## src/rtl/i2c_hold_pkg.sv

```systemverilog
package i2c_hold_pkg;
  typedef enum logic [1:0] {
    PH_IDLE,  // no transfer
    PH_BITS,  // shifting 8 bits
    PH_ACK,   // between 8th and 9th falling SCL edge
    PH_SKIP   // not addressed or NACKed, wait for Start/Stop
  } phase_e;
endpackage

```

## src/rtl/i2c_hold_sync.sv

```systemverilog
module i2c_hold_sync #(
  parameter int STAGES = 2
) (
  input  logic clk_i,
  input  logic rst_ni,
  input  logic d_i,
  output logic q_o
);
  logic [STAGES-1:0] pipe_q;

  always_ff @(posedge clk_i or negedge rst_ni) begin
    if (!rst_ni) pipe_q <= '1;  // idle bus is high
    else         pipe_q <= {pipe_q[STAGES-2:0], d_i};
  end

  assign q_o = pipe_q[STAGES-1];
endmodule

```

## src/rtl/i2c_hold_cond.sv

```systemverilog
module i2c_hold_cond (
  input  logic clk_i,
  input  logic rst_ni,
  input  logic scl_s_i,
  input  logic sda_s_i,
  output logic start_o,
  output logic stop_o,
  output logic scl_rise_o,
  output logic scl_fall_o
);
  logic scl_q, sda_q;

  always_ff @(posedge clk_i or negedge rst_ni) begin
    if (!rst_ni) begin
      scl_q <= 1'b1;
      sda_q <= 1'b1;
    end else begin
      scl_q <= scl_s_i;
      sda_q <= sda_s_i;
    end
  end

  assign start_o    = scl_q & scl_s_i & sda_q & ~sda_s_i;
  assign stop_o     = scl_q & scl_s_i & ~sda_q & sda_s_i;
  assign scl_rise_o = ~scl_q & scl_s_i;
  assign scl_fall_o = scl_q & ~scl_s_i;
endmodule

```

## src/rtl/i2c_hold_rx.sv

```systemverilog
module i2c_hold_rx
  import i2c_hold_pkg::*;
#(
  parameter int ADDR_W      = 7,
  parameter int SYNC_STAGES = 2
) (
  input  logic              clk_i,
  input  logic              rst_ni,
  input  logic              scl_i,
  input  logic              sda_i,
  output logic              scl_drive_low_o,
  output logic              sda_drive_low_o,
  input  logic [ADDR_W-1:0] own_addr_i,
  input  logic              stretch_en_i,
  input  logic              addr_hold_i,
  input  logic              data_hold_i,
  input  logic              start_irq_en_i,
  input  logic              stop_irq_en_i,
  input  logic              ack_nack_i,
  input  logic              release_i,
  input  logic              rd_buf_i,
  input  logic              clr_irq_i,
  input  logic              clr_ovf_i,
  output logic [ADDR_W:0]   rx_data_o,
  output logic              buf_full_o,
  output logic              ovf_o,
  output logic              irq_o,
  output logic              start_seen_o,
  output logic              stop_seen_o,
  output logic              rw_o,
  output logic              ack_tim_o,
  output logic              clk_rel_o,
  output logic              byte_evt_o
);
  localparam int BYTE_W = ADDR_W + 1;
  localparam int CNT_W  = $clog2(BYTE_W + 1);
  localparam logic [CNT_W-1:0] LAST_BIT = CNT_W'(BYTE_W);

  logic scl_s, sda_s;
  logic start_det, stop_det, scl_rise, scl_fall;

  i2c_hold_sync #(.STAGES(SYNC_STAGES)) u_sync_scl (
    .clk_i(clk_i), .rst_ni(rst_ni), .d_i(scl_i), .q_o(scl_s));
  i2c_hold_sync #(.STAGES(SYNC_STAGES)) u_sync_sda (
    .clk_i(clk_i), .rst_ni(rst_ni), .d_i(sda_i), .q_o(sda_s));

  i2c_hold_cond u_cond (
    .clk_i(clk_i), .rst_ni(rst_ni), .scl_s_i(scl_s), .sda_s_i(sda_s),
    .start_o(start_det), .stop_o(stop_det),
    .scl_rise_o(scl_rise), .scl_fall_o(scl_fall));

  phase_e            phase_q;
  logic              is_addr_q, hold_q, nack_q;
  logic [CNT_W-1:0]  bit_cnt_q;
  logic [BYTE_W-1:0] shift_q, rx_q;
  logic full_q, ovf_q, irq_q, start_q, stop_q, rw_q, rel_q, evt_q;

  logic addr_hit, accept, hold_now, ack_low;

  assign addr_hit = (shift_q[BYTE_W-1:1] == own_addr_i);
  assign accept   = is_addr_q ? (addr_hit && !shift_q[0]) : 1'b1;
  assign hold_now = is_addr_q ? addr_hold_i : data_hold_i;
  // ACK needs room in the buffer and, in a hold, the host's consent
  assign ack_low  = (phase_q == PH_ACK) && !nack_q && !(hold_q && ack_nack_i);

  always_ff @(posedge clk_i or negedge rst_ni) begin
    if (!rst_ni) begin
      phase_q   <= PH_IDLE;
      is_addr_q <= 1'b0;
      hold_q    <= 1'b0;
      nack_q    <= 1'b0;
      bit_cnt_q <= '0;
      shift_q   <= '0;
      rx_q      <= '0;
      full_q    <= 1'b0;
      ovf_q     <= 1'b0;
      irq_q     <= 1'b0;
      start_q   <= 1'b0;
      stop_q    <= 1'b0;
      rw_q      <= 1'b0;
      rel_q     <= 1'b1;
      evt_q     <= 1'b0;
    end else begin
      evt_q <= 1'b0;
      // host strobes first so that hardware sets in the same cycle win
      if (release_i) rel_q  <= 1'b1;
      if (rd_buf_i)  full_q <= 1'b0;
      if (clr_irq_i) irq_q  <= 1'b0;
      if (clr_ovf_i) ovf_q  <= 1'b0;

      if (start_det) begin
        start_q   <= 1'b1;
        stop_q    <= 1'b0;
        phase_q   <= PH_BITS;
        is_addr_q <= 1'b1;
        bit_cnt_q <= '0;
        if (start_irq_en_i) irq_q <= 1'b1;
      end else if (stop_det) begin
        stop_q  <= 1'b1;
        start_q <= 1'b0;
        phase_q <= PH_IDLE;
        if (stop_irq_en_i) irq_q <= 1'b1;
      end else begin
        unique case (phase_q)
          PH_BITS: begin
            if (scl_rise && bit_cnt_q < LAST_BIT) begin
              shift_q   <= {shift_q[BYTE_W-2:0], sda_s};
              bit_cnt_q <= bit_cnt_q + 1'b1;
            end else if (scl_fall && bit_cnt_q == LAST_BIT) begin
              if (is_addr_q && addr_hit) rw_q <= shift_q[0];
              if (!accept) begin
                phase_q <= PH_SKIP;
              end else begin
                phase_q <= PH_ACK;
                evt_q   <= 1'b1;
                nack_q  <= full_q | ovf_q;
                hold_q  <= hold_now;
                if (full_q) ovf_q <= 1'b1;
                else if (!ovf_q) begin
                  rx_q   <= shift_q;
                  full_q <= 1'b1;
                end
                if (hold_now) begin
                  rel_q <= 1'b0;
                  irq_q <= 1'b1;
                end
              end
            end
          end
          PH_ACK: begin
            if (scl_fall) begin
              bit_cnt_q <= '0;
              is_addr_q <= 1'b0;
              if (ack_low) begin
                irq_q   <= 1'b1;
                phase_q <= PH_BITS;
                if (stretch_en_i) rel_q <= 1'b0;
              end else begin
                phase_q <= PH_SKIP;
              end
            end
          end
          default: ;
        endcase
      end
    end
  end

  assign scl_drive_low_o = ~rel_q;
  assign sda_drive_low_o = ack_low;
  assign rx_data_o       = rx_q;
  assign buf_full_o      = full_q;
  assign ovf_o           = ovf_q;
  assign irq_o           = irq_q;
  assign start_seen_o    = start_q;
  assign stop_seen_o     = stop_q;
  assign rw_o            = rw_q;
  assign ack_tim_o       = (phase_q == PH_ACK);
  assign clk_rel_o       = rel_q;
  assign byte_evt_o      = evt_q;
endmodule


```

## config.mk

```make
export PLATFORM = sky130hd
export DESIGN_NAME = i2c_hold_rx
export DESIGN_NICKNAME = d
export VERILOG_FILES = /design/src/rtl/i2c_hold_pkg.sv /design/src/rtl/i2c_hold_sync.sv /design/src/rtl/i2c_hold_cond.sv /design/src/rtl/i2c_hold_rx.sv
export SDC_FILE = /design/constraint.sdc
export NUM_CORES = 1
export LEC_CHECK = 0
export BUFFER_PORTS_ARGS = -buffer_cell sky130_fd_sc_hd__buf_2
export CAP_MARGIN = 20
export CORE_ASPECT_RATIO = 2
export CORE_UTILIZATION = 50
export DETAILED_ROUTE_END_ITERATION = 10
export GPL_ROUTABILITY_DRIVEN = 0
export PLACE_DENSITY = 0.82
export SLEW_MARGIN = 20
export SYNTH_ARGS = -nofsm -noshare
export SYNTH_HDL_FRONTEND = slang
export SYNTH_SLANG_ARGS = --single-unit
```

## constraint.sdc

```tcl
create_clock -name clk_i -period 2.35 [get_ports clk_i]
set_input_delay 0.47 -clock clk_i [delete_from_list [all_inputs] [get_ports clk_i]]
set_output_delay 0.47 -clock clk_i [all_outputs]
set_load 0.02 [all_outputs]
```

==> results.yml, run 1 <==
yosys:
  synthSimpleGateAreaFrac_pct: 12.5
  synth_cell_types: 38
  yosys_warnings: 0
  async_flop_share_pct: 100
  ys_seq_elements: 39
  syn_area_um2: 1850
  synth_edf_count: 0
  synth_compound_area_share_pct: 9.28
  synthAdderAreaFrac_pct: 2.71
  synth-seq-area-share_pct: 53.3
  synth.area.mux_share_pct: 15.3
  avgSynthCellArea_um2: 12.3
  syn_nets: 175
  synth_top_family_by_area: "multiplexers"
  synth_cells: 150
  synthXorXnorAreaFrac_pct: 3.32
  ys.flop_type: "dfrtp_1"
layout:
  final_cell_mix: "buf_2, dfrtp_1, nand2_1, inv_1, mux2_2"
  drive_above_1_share_pct: 40.6
  final_nets: 221
  n_antenna_cell: 0
  num-fill-cells: 274
  area_delta_synth_final_pct: 19.9
  final_common_cell: "buf_2"
  multi_input_area_um2: 797
  utilization_pct: 64.1
  register_area_um2: 985
power_and_ir_drop:
  total_power_uw: 2240
  p_sw_uw: 751
  internal_power_uw: 1490
  power_leakage_uw: 0.00113
  ir_drop_uv: 636
  pwr-share-seq_pct: 43.6
  clockPowerShare_pct: 25.7
  powerDensity_nw_per_um2: 1010
  p_sw_share_pct: 33.6
  comb_power_share_pct: 30.6
global_routing:
  grt_max_degree: 40
  grt_util_all_layers_pct: 22.8
  grt_pass1_wl_mm: 6.40
  grt_overflow: 0
  antenna_found_initial: 0
  grt_pass1_vias: 1392
sta:
  fin_worst_skew_ps: 13.8
  slew_headroom_pct: 43.6
  timing.fmax_mhz: 477
  maxSlewViolCount: 0
  hold_violations: 0
  finalCriticalPeriod_ps: 2100
  worst_pin_slew_ps: 846
  setup_viol: 0
  fin_crit_sh_pct: 89.3
  rsz0062_at_grt: "false"
  setup_tns_ps: 0
die:
  ios: 40
  die_area_um2: 3960
  fp.dieW_um: 45.0
  fp.dieH_um: 88.0
  num_rows: 30
  start_util_pct: 53.5
  core_um2: 3450
drt:
  ant_nets: 0
  post-route-drc-count: 0
  routedWlPerCell_um: 15.9
  drt_pass1_iterations: 4
  avgViaCountPerCell: 5.39
  drt_iter0_markers: 51
  totalWireLength_mm: 3.89
  vias: 1320
placed_design:
  placement.io_buffers: 39
  hpwl_mm: 2.90
cts:
  worstSkewPairLatency_ps: 300
  cts-root-buf: "clkbuf_8"
  cts_tree: "yes"
  post_cts_buffers: 0
  cts_buffers: 5
  htreeDepth: 2
  cts_resized: 0
  cts.sinks: 39
  cts.clk_slew.worst_paths_ps: 80
  cts.path.max_buffers: 2
  cts-hold-fix-buffers: 0
setup_path:
  rrSetupSlack_ps: 250
  worstReg2RegEnd: "rx_data_o[7]"
  cp.arrival_ps: 2270
  critPathLaunchType: "register"
  crit_fanout: 8
  required_ps: 2520
  endpoint_kind: "register"
  reg2reg_depth: 7
  crit_type: "reg -> reg"
  r2r-start: "bit_cnt_q[0]"
flow_run:
  max_cap_viol_count: 0
min_path:
  worstHoldPathType: "in -> async"
outcome:
  outcome: "finished, final reports clean"
stage by stage:
step           hold slack, ps  instance area [um2]  instances  setup slack, ps
2_1_floorplan             174                 1850        150              419
3_3_place_gp              346                 2100        237              206
3_5_place_dp              349                 2100        237              187
4_1_cts                   272                 2210        245              286
5_1_grt                   265                 2210        245              158
6_report                  278                 2210        245              252
synthesized netlist by cell type (2+ instances only):
cell type  instances  share of area, %
dfrtp_1           32                43
nand2_1           12               2.4
inv_1             10               2.0
mux2_2            10               6.1
mux2_4             8               6.5
dfstp_2            7                10
nor2_1             6               1.2
nor2b_1            6               2.0
xnor2_1            6               2.8
a31oi_1            5               1.7
mux2i_1            5               2.7
ha_1               4               2.7
o21ai_0            4               1.1
nand2b_1           3               1.0
nand3_1            3              0.81
and3_1             2              0.68
buf_6              2               1.2
nand4_1            2              0.68
nor3_1             2              0.54
o21ba_2            2               1.1
o22ai_1            2              0.68
power groups by stage:
stage / registers (uW) / logic (uW) / clock network (uW)
6_report: 976 / 686 / 576
4_1_cts: 975 / 690 / 587
5_1_grt: 998 / 756 / 611
3_5_place_dp: 986 / 682 / 0
2_1_floorplan: 975 / 482 / 0
3_3_place_gp: 974 / 662 / 0
cells by family after synthesis:
family                     count (synthesis)
and+or+nand+nor                           43
DFF                                       39
muxes                                     23
AOI/OAI and AO/OA                         21
buffers and inverters                     13
xor gates and xnor gates                   7
adders and majority gates                  4
state kept, by name, indices dropped and copies added (netlist names):
signal,count
rx_data_o,8
hold_q,1
irq_o,1
nack_q,1
shift_q,8
u_cond.scl_q,1
rw_o,1
bit_cnt_q,4
u_sync_sda.pipe_q,2
byte_evt_o,1
u_sync_scl.pipe_q,2
stop_seen_o,1
ovf_o,1
u_cond.sda_q,1
start_seen_o,1
is_addr_q,1
phase_q,2
clk_rel_o,1
buf_full_o,1
how the worst max path moves through the flow:
stage	cells after the start	from	endpoint
after floorplan	6	own_addr_i[4]	hold_q
after global placement	6	own_addr_i[1]	hold_q
after detailed placement	6	own_addr_i[1]	rx_data_o[5]
after CTS	7	bit_cnt_q[0]	rx_data_o[7]
after global routing	7	bit_cnt_q[0]	rx_data_o[2]
final	7	bit_cnt_q[0]	rx_data_o[7]
worst max-delay path: stages (launching register included):
cell and delay (ps):
dfrtp_1 430, inv_1 80, ha_1 140, and3b_1 210, nor2b_1 220, nand4b_1 180
nand2b_2 350, mux2_4 350
per-layer routing:
layer | vias to the layer above | part of all wire [%] | GRT usage [%] | routed length, um
met5 | - | 0 | 0 | 0
met4 | 0 | 2.5 | 10.2 | 98
met3 | 10 | 4.7 | 5.57 | 182
met2 | 43 | 57 | 39.7 | 2210
met1 | 648 | 36 | 25.2 | 1390
li1 | 619 | - | - | -
cell type report:
| type | count | area share (%) |
|---|---|---|
| sequential | 39 | 44.5 |
| tap | 48 | 2.71 |
| clock inverter | 2 | 1.58 |
| timing repair buffer | 42 | 9.83 |
| inverter | 10 | 1.69 |
| clock buffer | 6 | 3.73 |
| multi-input combinational | 98 | 36.0 |
Power figures use the tool's default switching activity.
==> run 2: changes to the inputs <==
--- a/config.mk
+++ b/config.mk
@@ -8,10 +8,10 @@
 export BUFFER_PORTS_ARGS = -buffer_cell sky130_fd_sc_hd__buf_2
 export CAP_MARGIN = 20
 export CORE_ASPECT_RATIO = 2
-export CORE_UTILIZATION = 50
+export CORE_UTILIZATION = 48
 export DETAILED_ROUTE_END_ITERATION = 10
 export GPL_ROUTABILITY_DRIVEN = 0
-export PLACE_DENSITY = 0.82
+export PLACE_DENSITY = 0.83
 export SLEW_MARGIN = 20
 export SYNTH_ARGS = -nofsm -noshare
 export SYNTH_HDL_FRONTEND = slang
==> constraint.sdc (replaced) <==
create_clock -name clk_i -period 1.85 [get_ports clk_i]
set_input_delay 0.37 -clock clk_i [delete_from_list [all_inputs] [get_ports clk_i]]
set_output_delay 0.37 -clock clk_i [all_outputs]
set_load 0.02 [all_outputs]
==> run 2 against run 1 <==
The run now ends with setup timing left. Sequential cell count unchanged. Die area up 4.0%. Via count up 6.7%. Routed wire length up 5.0%. Critical path depth down 2. Highest routed layer unchanged.
==> results.yml, run 2 (same netlist as run 1, synthesis figures left out) <==
setup_path:
  crit_type: "reg -> reg"
  crit_slowest_cell: "o41ai_4"
  required_ps: 2030
  crit_fanout: 3
  cp_cell_sequence: "xnor2_2, nand4_1, o41ai_4, and3_4, mux2_4"
  slowest_delay_ps: 450
  cp.arrival_ps: 2090
  critPathLaunchType: "register"
  endpoint_kind: "register"
layout:
  final_nets: 239
  n_antenna_cell: 0
  final_common_cell: "buf_2"
  drive_above_1_share_pct: 48.4
  final_cell_mix: "buf_2, dfrtp_1, buf_4, nand2_1"
  area_delta_synth_final_pct: 30.4
cts:
  cts_tree: "yes"
  cts.path.max_buffers: 2
  cts.clk_slew.worst_paths_ps: 80
  cts_buffers: 5
  cts.sinks: 39
  htreeDepth: 2
  cts-root-buf: "clkbuf_8"
  cts-hold-fix-buffers: 0
  worstSkewPairLatency_ps: 300
drt:
  avgViaCountPerCell: 5.34
  drt_pass1_iterations: 4
  totalWireLength_mm: 4.08
  post-route-drc-count: 0
  routedWlPerCell_um: 15.5
  vias: 1409
  drt_iter0_markers: 50
  ant_nets: 0
die:
  start_util_pct: 50.7
  die_area_um2: 4110
  fp.dieH_um: 89.7
  num_rows: 31
  fp.dieW_um: 45.9
  ios: 40
  core_um2: 3650
global_routing:
  grt_pass1_vias: 1425
  antenna_found_initial: 0
  grt_overflow: 0
  grt_util_all_layers_pct: 21.7
  grt_max_degree: 21
  grt_pass1_wl_mm: 6.45
sta:
  worst_pin_slew_ps: 470
  rsz0062_at_grt: "true"
  finalCriticalPeriod_ps: 1900
  setup_tns_ps: -150
  fin_crit_sh_pct: 103
  fin_worst_skew_ps: 15.6
  setup_viol: 9
  slew_headroom_pct: 68.7
  hold_violations: 0
  timing.final.ws_setup_ps: -53.9
  timing.fmax_mhz: 525
  maxSlewViolCount: 0
placed_design:
  hpwl_mm: 3.09
  pre_cts_ws_ps: -203
  placement.io_buffers: 39
outcome:
  violations: "setup timing"
  outcome: "finished with violations"
power_and_ir_drop:
  ir_drop_uv: 858
  powerDensity_nw_per_um2: 1260
  power_leakage_uw: 0.00123
flow_run:
  max_cap_viol_count: 0
min_path:
  worstHoldPathType: "in -> async"
[run 2: path summary, 6_finish.rpt]
kind / from / end / slack, ps / depth (start not counted)
worst max-delay path: shift_q[2] / hold_q / -50 / 5
worst min-delay path: rst_ni / shift_q[4] / 10 / 1
worst max register to register: shift_q[2] / hold_q / -50 / 5
worst min register to register: u_sync_scl.pipe_q[0] / u_sync_scl.pipe_q[1] / 360 / 0
max in group asynchronous: rst_ni / u_cond.scl_q / 1290 / 2
min in group clk_i: scl_i / u_sync_scl.pipe_q[0] / 180 / 1
[run 2: report_power, final]
| group | total (uW) | switching, uW | internal [uW] |
|---|---|---|---|
| registers | 1220 | 176 | 1040 |
| clock network | 705 | 303 | 401 |
| logic | 1110 | 552 | 560 |
| total | 3030 | 1030 | 2000 |
[run 2: what timing repair did]
item | 4_1_cts | 5_1_grt
resized for setup | 3 | 7
buffers inserted | 2 | 1
setup endpoints to repair | 10 | 17
pin swaps | 2 | 1
[run 2: worst max-delay path, delay by kind of cell (launching register included)]
kind | cells | cell delay [ps]
compound gates | 1 | 450
flops | 1 | 410
simple gates | 2 | 460
xor+xnor | 1 | 180
mux | 1 | 290
[run 2: cell type report]
class	count	area, um2
clock buffer	5	68.8
clock inverter	3	43.8
fill	304	1240
inverter	10	37.5
multi-input combinational	98	840
sequential	39	985
tap	49	61.3
timing repair buffer	60	372
[run 2: per-stage QoR]
| stage | power (uW) | util [%] | cells | hold WS [ps] | cell area [um2] |
|---|---|---|---|---|---|
| floorplan | 1850 | - | 150 | 74.4 | 1850 |
| global placement | 2230 | 61.5 | 255 | 340 | 2240 |
| detailed placement | 2280 | 61.5 | 255 | 343 | 2240 |
| CTS | 3020 | 65.4 | 265 | 22.8 | 2390 |
| global route | 3190 | 66.0 | 264 | 47.6 | 2410 |
| finish | 3030 | 66.0 | 264 | 13.5 | 2410 |
[run 2: metal layers]
layer / wire, um / part of all wire [%] / global-route usage (%)
met1: 1490 / 37 / 24.5
met2: 2310 / 57 / 37.1
met3: 150 / 3.7 / 3.82
met4: 127 / 3.1 / 10.0
met5: 0 / 0 / 0
==> run 3: changes to the inputs <==
--- a/config.mk
+++ b/config.mk
@@ -11,6 +11,7 @@
 export CORE_UTILIZATION = 48
 export DETAILED_ROUTE_END_ITERATION = 10
 export GPL_ROUTABILITY_DRIVEN = 0
+export GPL_TIMING_DRIVEN = 0
 export PLACE_DENSITY = 0.83
 export SLEW_MARGIN = 20
 export SYNTH_ARGS = -nofsm -noshare
==> run 3 against run 2 <==
The flow still finishes with violations (setup timing). Hold slack gained 160 ps. Sequential cell count is the same. Count of clock-buffer cells in the layout grew 1. Non-clock buffer count shrank 7. Worst setup slack gained 23 ps. Cell area shrank 1.6%. Highest routed layer unchanged.
==> results.yml, run 3 (same netlist as run 1, synthesis figures left out) <==
global_routing:
  grt_max_degree: 40
  grt_pass1_vias: 1470
  grt_util_all_layers_pct: 22.8
  grt_pass1_wl_mm: 6.78
  antenna_found_initial: 0
  grt_overflow: 0
drt:
  totalWireLength_mm: 4.07
  drt_pass1_iterations: 4
  avgViaCountPerCell: 5.49
  routedWlPerCell_um: 15.8
  drt_iter0_markers: 41
  vias: 1411
  post-route-drc-count: 0
  ant_nets: 0
placed_design:
  dp_cells: 238
  place_area_um2: 2110
  placement.io_buffers: 39
  hpwl_mm: 2.73
  pre_cts_ws_ps: -316
sta:
  hold_violations: 0
  slew_headroom_pct: 44.5
  rsz0062_at_grt: "true"
  hold_slack_ps: 169
  worst_pin_slew_ps: 832
  timing.fmax_mhz: 532
  timing.final.ws_setup_ps: -30.9
  setup_viol: 7
  maxSlewViolCount: 0
  fin_worst_skew_ps: 11.7
  fin_crit_sh_pct: 102
  finalCriticalPeriod_ps: 1880
die:
  die_area_um2: 4110
  start_util_pct: 50.7
  num_rows: 31
  ios: 40
  fp.dieH_um: 89.7
  fp.dieW_um: 45.9
  core_um2: 3650
layout:
  fin_area_um2: 2370
  n_antenna_cell: 0
  drive_above_1_share_pct: 48.6
  layout.cells.non_filler: 257
  area_delta_synth_final_pct: 28.3
  utilization_pct: 65.0
  final_common_cell: "buf_2"
  final_cell_mix: "buf_2, dfrtp_1, nand2_1, buf_4, mux2_2"
  num-fill-cells: 312
  final_nets: 232
power_and_ir_drop:
  clockPowerShare_pct: 24.1
  p_sw_uw: 1030
  powerDensity_nw_per_um2: 1290
  p_sw_share_pct: 33.8
  pwr-share-seq_pct: 40.4
  comb_power_share_pct: 35.6
  ir_drop_uv: 873
  power_leakage_uw: 0.00120
  internal_power_uw: 2020
cts:
  cts.path.max_buffers: 2
  cts-hold-fix-buffers: 0
  cts-root-buf: "clkbuf_8"
  htreeDepth: 2
  cts_tree: "yes"
  worstSkewPairLatency_ps: 300
  cts.sinks: 39
  cts.clk_slew.worst_paths_ps: 80
  cts_buffers: 5
setup_path:
  endpoint_kind: "register"
  critPathLaunchType: "register"
  required_ps: 2040
  crit_fanout: 4
  cp.arrival_ps: 2070
  reg2reg_depth: 5
  crit_type: "reg -> reg"
outcome:
  violations: "setup timing"
  outcome: "finished with violations"
flow_run:
  max_cap_viol_count: 0
min_path:
  worstHoldPathType: "in -> async"
## run 3: cell count changes in the layout (fill, tap and decap cells not counted), sizes merged
cell and delta:
clkinv -1, buf -7, clkbuf +1
## run 3: final timing paths
| path | start | end | slack (ps) |
|---|---|---|---|
| max | shift_q[4] | hold_q | -30 |
| min | rst_ni | bit_cnt_q[1] | 170 |
| max reg2reg | shift_q[4] | hold_q | -30 |
| min reg2reg | u_sync_scl.pipe_q[0] | u_sync_scl.pipe_q[1] | 340 |
| max in group asynchronous | rst_ni | buf_full_o | 1150 |
| min in group clk_i | sda_i | u_sync_sda.pipe_q[0] | 170 |
## run 3: layout make-up
class	count	area, um2	area share, %
clock buffers	6	82.6	3.49
well taps	49	61.3	2.59
repair buffers	52	300	12.7
plain buffers	1	11.3	0.475
inverters	10	37.5	1.58
clock inverters	2	35.0	1.48
flip-flops and latches	39	985	41.6
multi-input cells	98	856	36.1
## run 3: power groups by stage
| stage | combinational, uW | sequential [uW] | clock [uW] |
|---|---|---|---|
| after floorplan | 613 | 1240 | 0 |
| final | 1090 | 1230 | 736 |
| after detailed placement | 865 | 1250 | 0 |
| after global routing | 1190 | 1260 | 780 |
| after CTS | 974 | 1220 | 748 |
| after global placement | 837 | 1240 | 0 |
## run 3: critical path: stages, from the launching register on
cell     delay [ps]
dfrtp_1         440
xnor2_2         160
nand2_1         140
o41ai_4         480
and3_4          270
mux2_4          290
## run 3: timing repair
item / 4_1_cts / 5_1_grt
pin swaps: 5 / 5
gates resized for setup: 5 / 13
setup endpoints to repair: 26 / 20
hold endpoints to repair: 0 / 0
setup buffers: 9 / 5
## run 3: per-stage QoR
step	TNS (ps)	total power, uW
floorplan	0	1850
global placement	-3580	2080
detailed placement	-4610	2110
CTS	-381	2940
global route	-941	3230
finish	-94.8	3060
## run 3: routing by layer
metal | part of all wire (%) | track usage [%] | up-vias | wire length (um)
met5 | 0 | 0 | - | 0
li1 | - | - | 641 | -
met1 | 37 | 26.5 | 695 | 1520
met3 | 5.3 | 6.02 | 14 | 217
met4 | 3.4 | 12.5 | 0 | 140
met2 | 54 | 36.0 | 61 | 2200
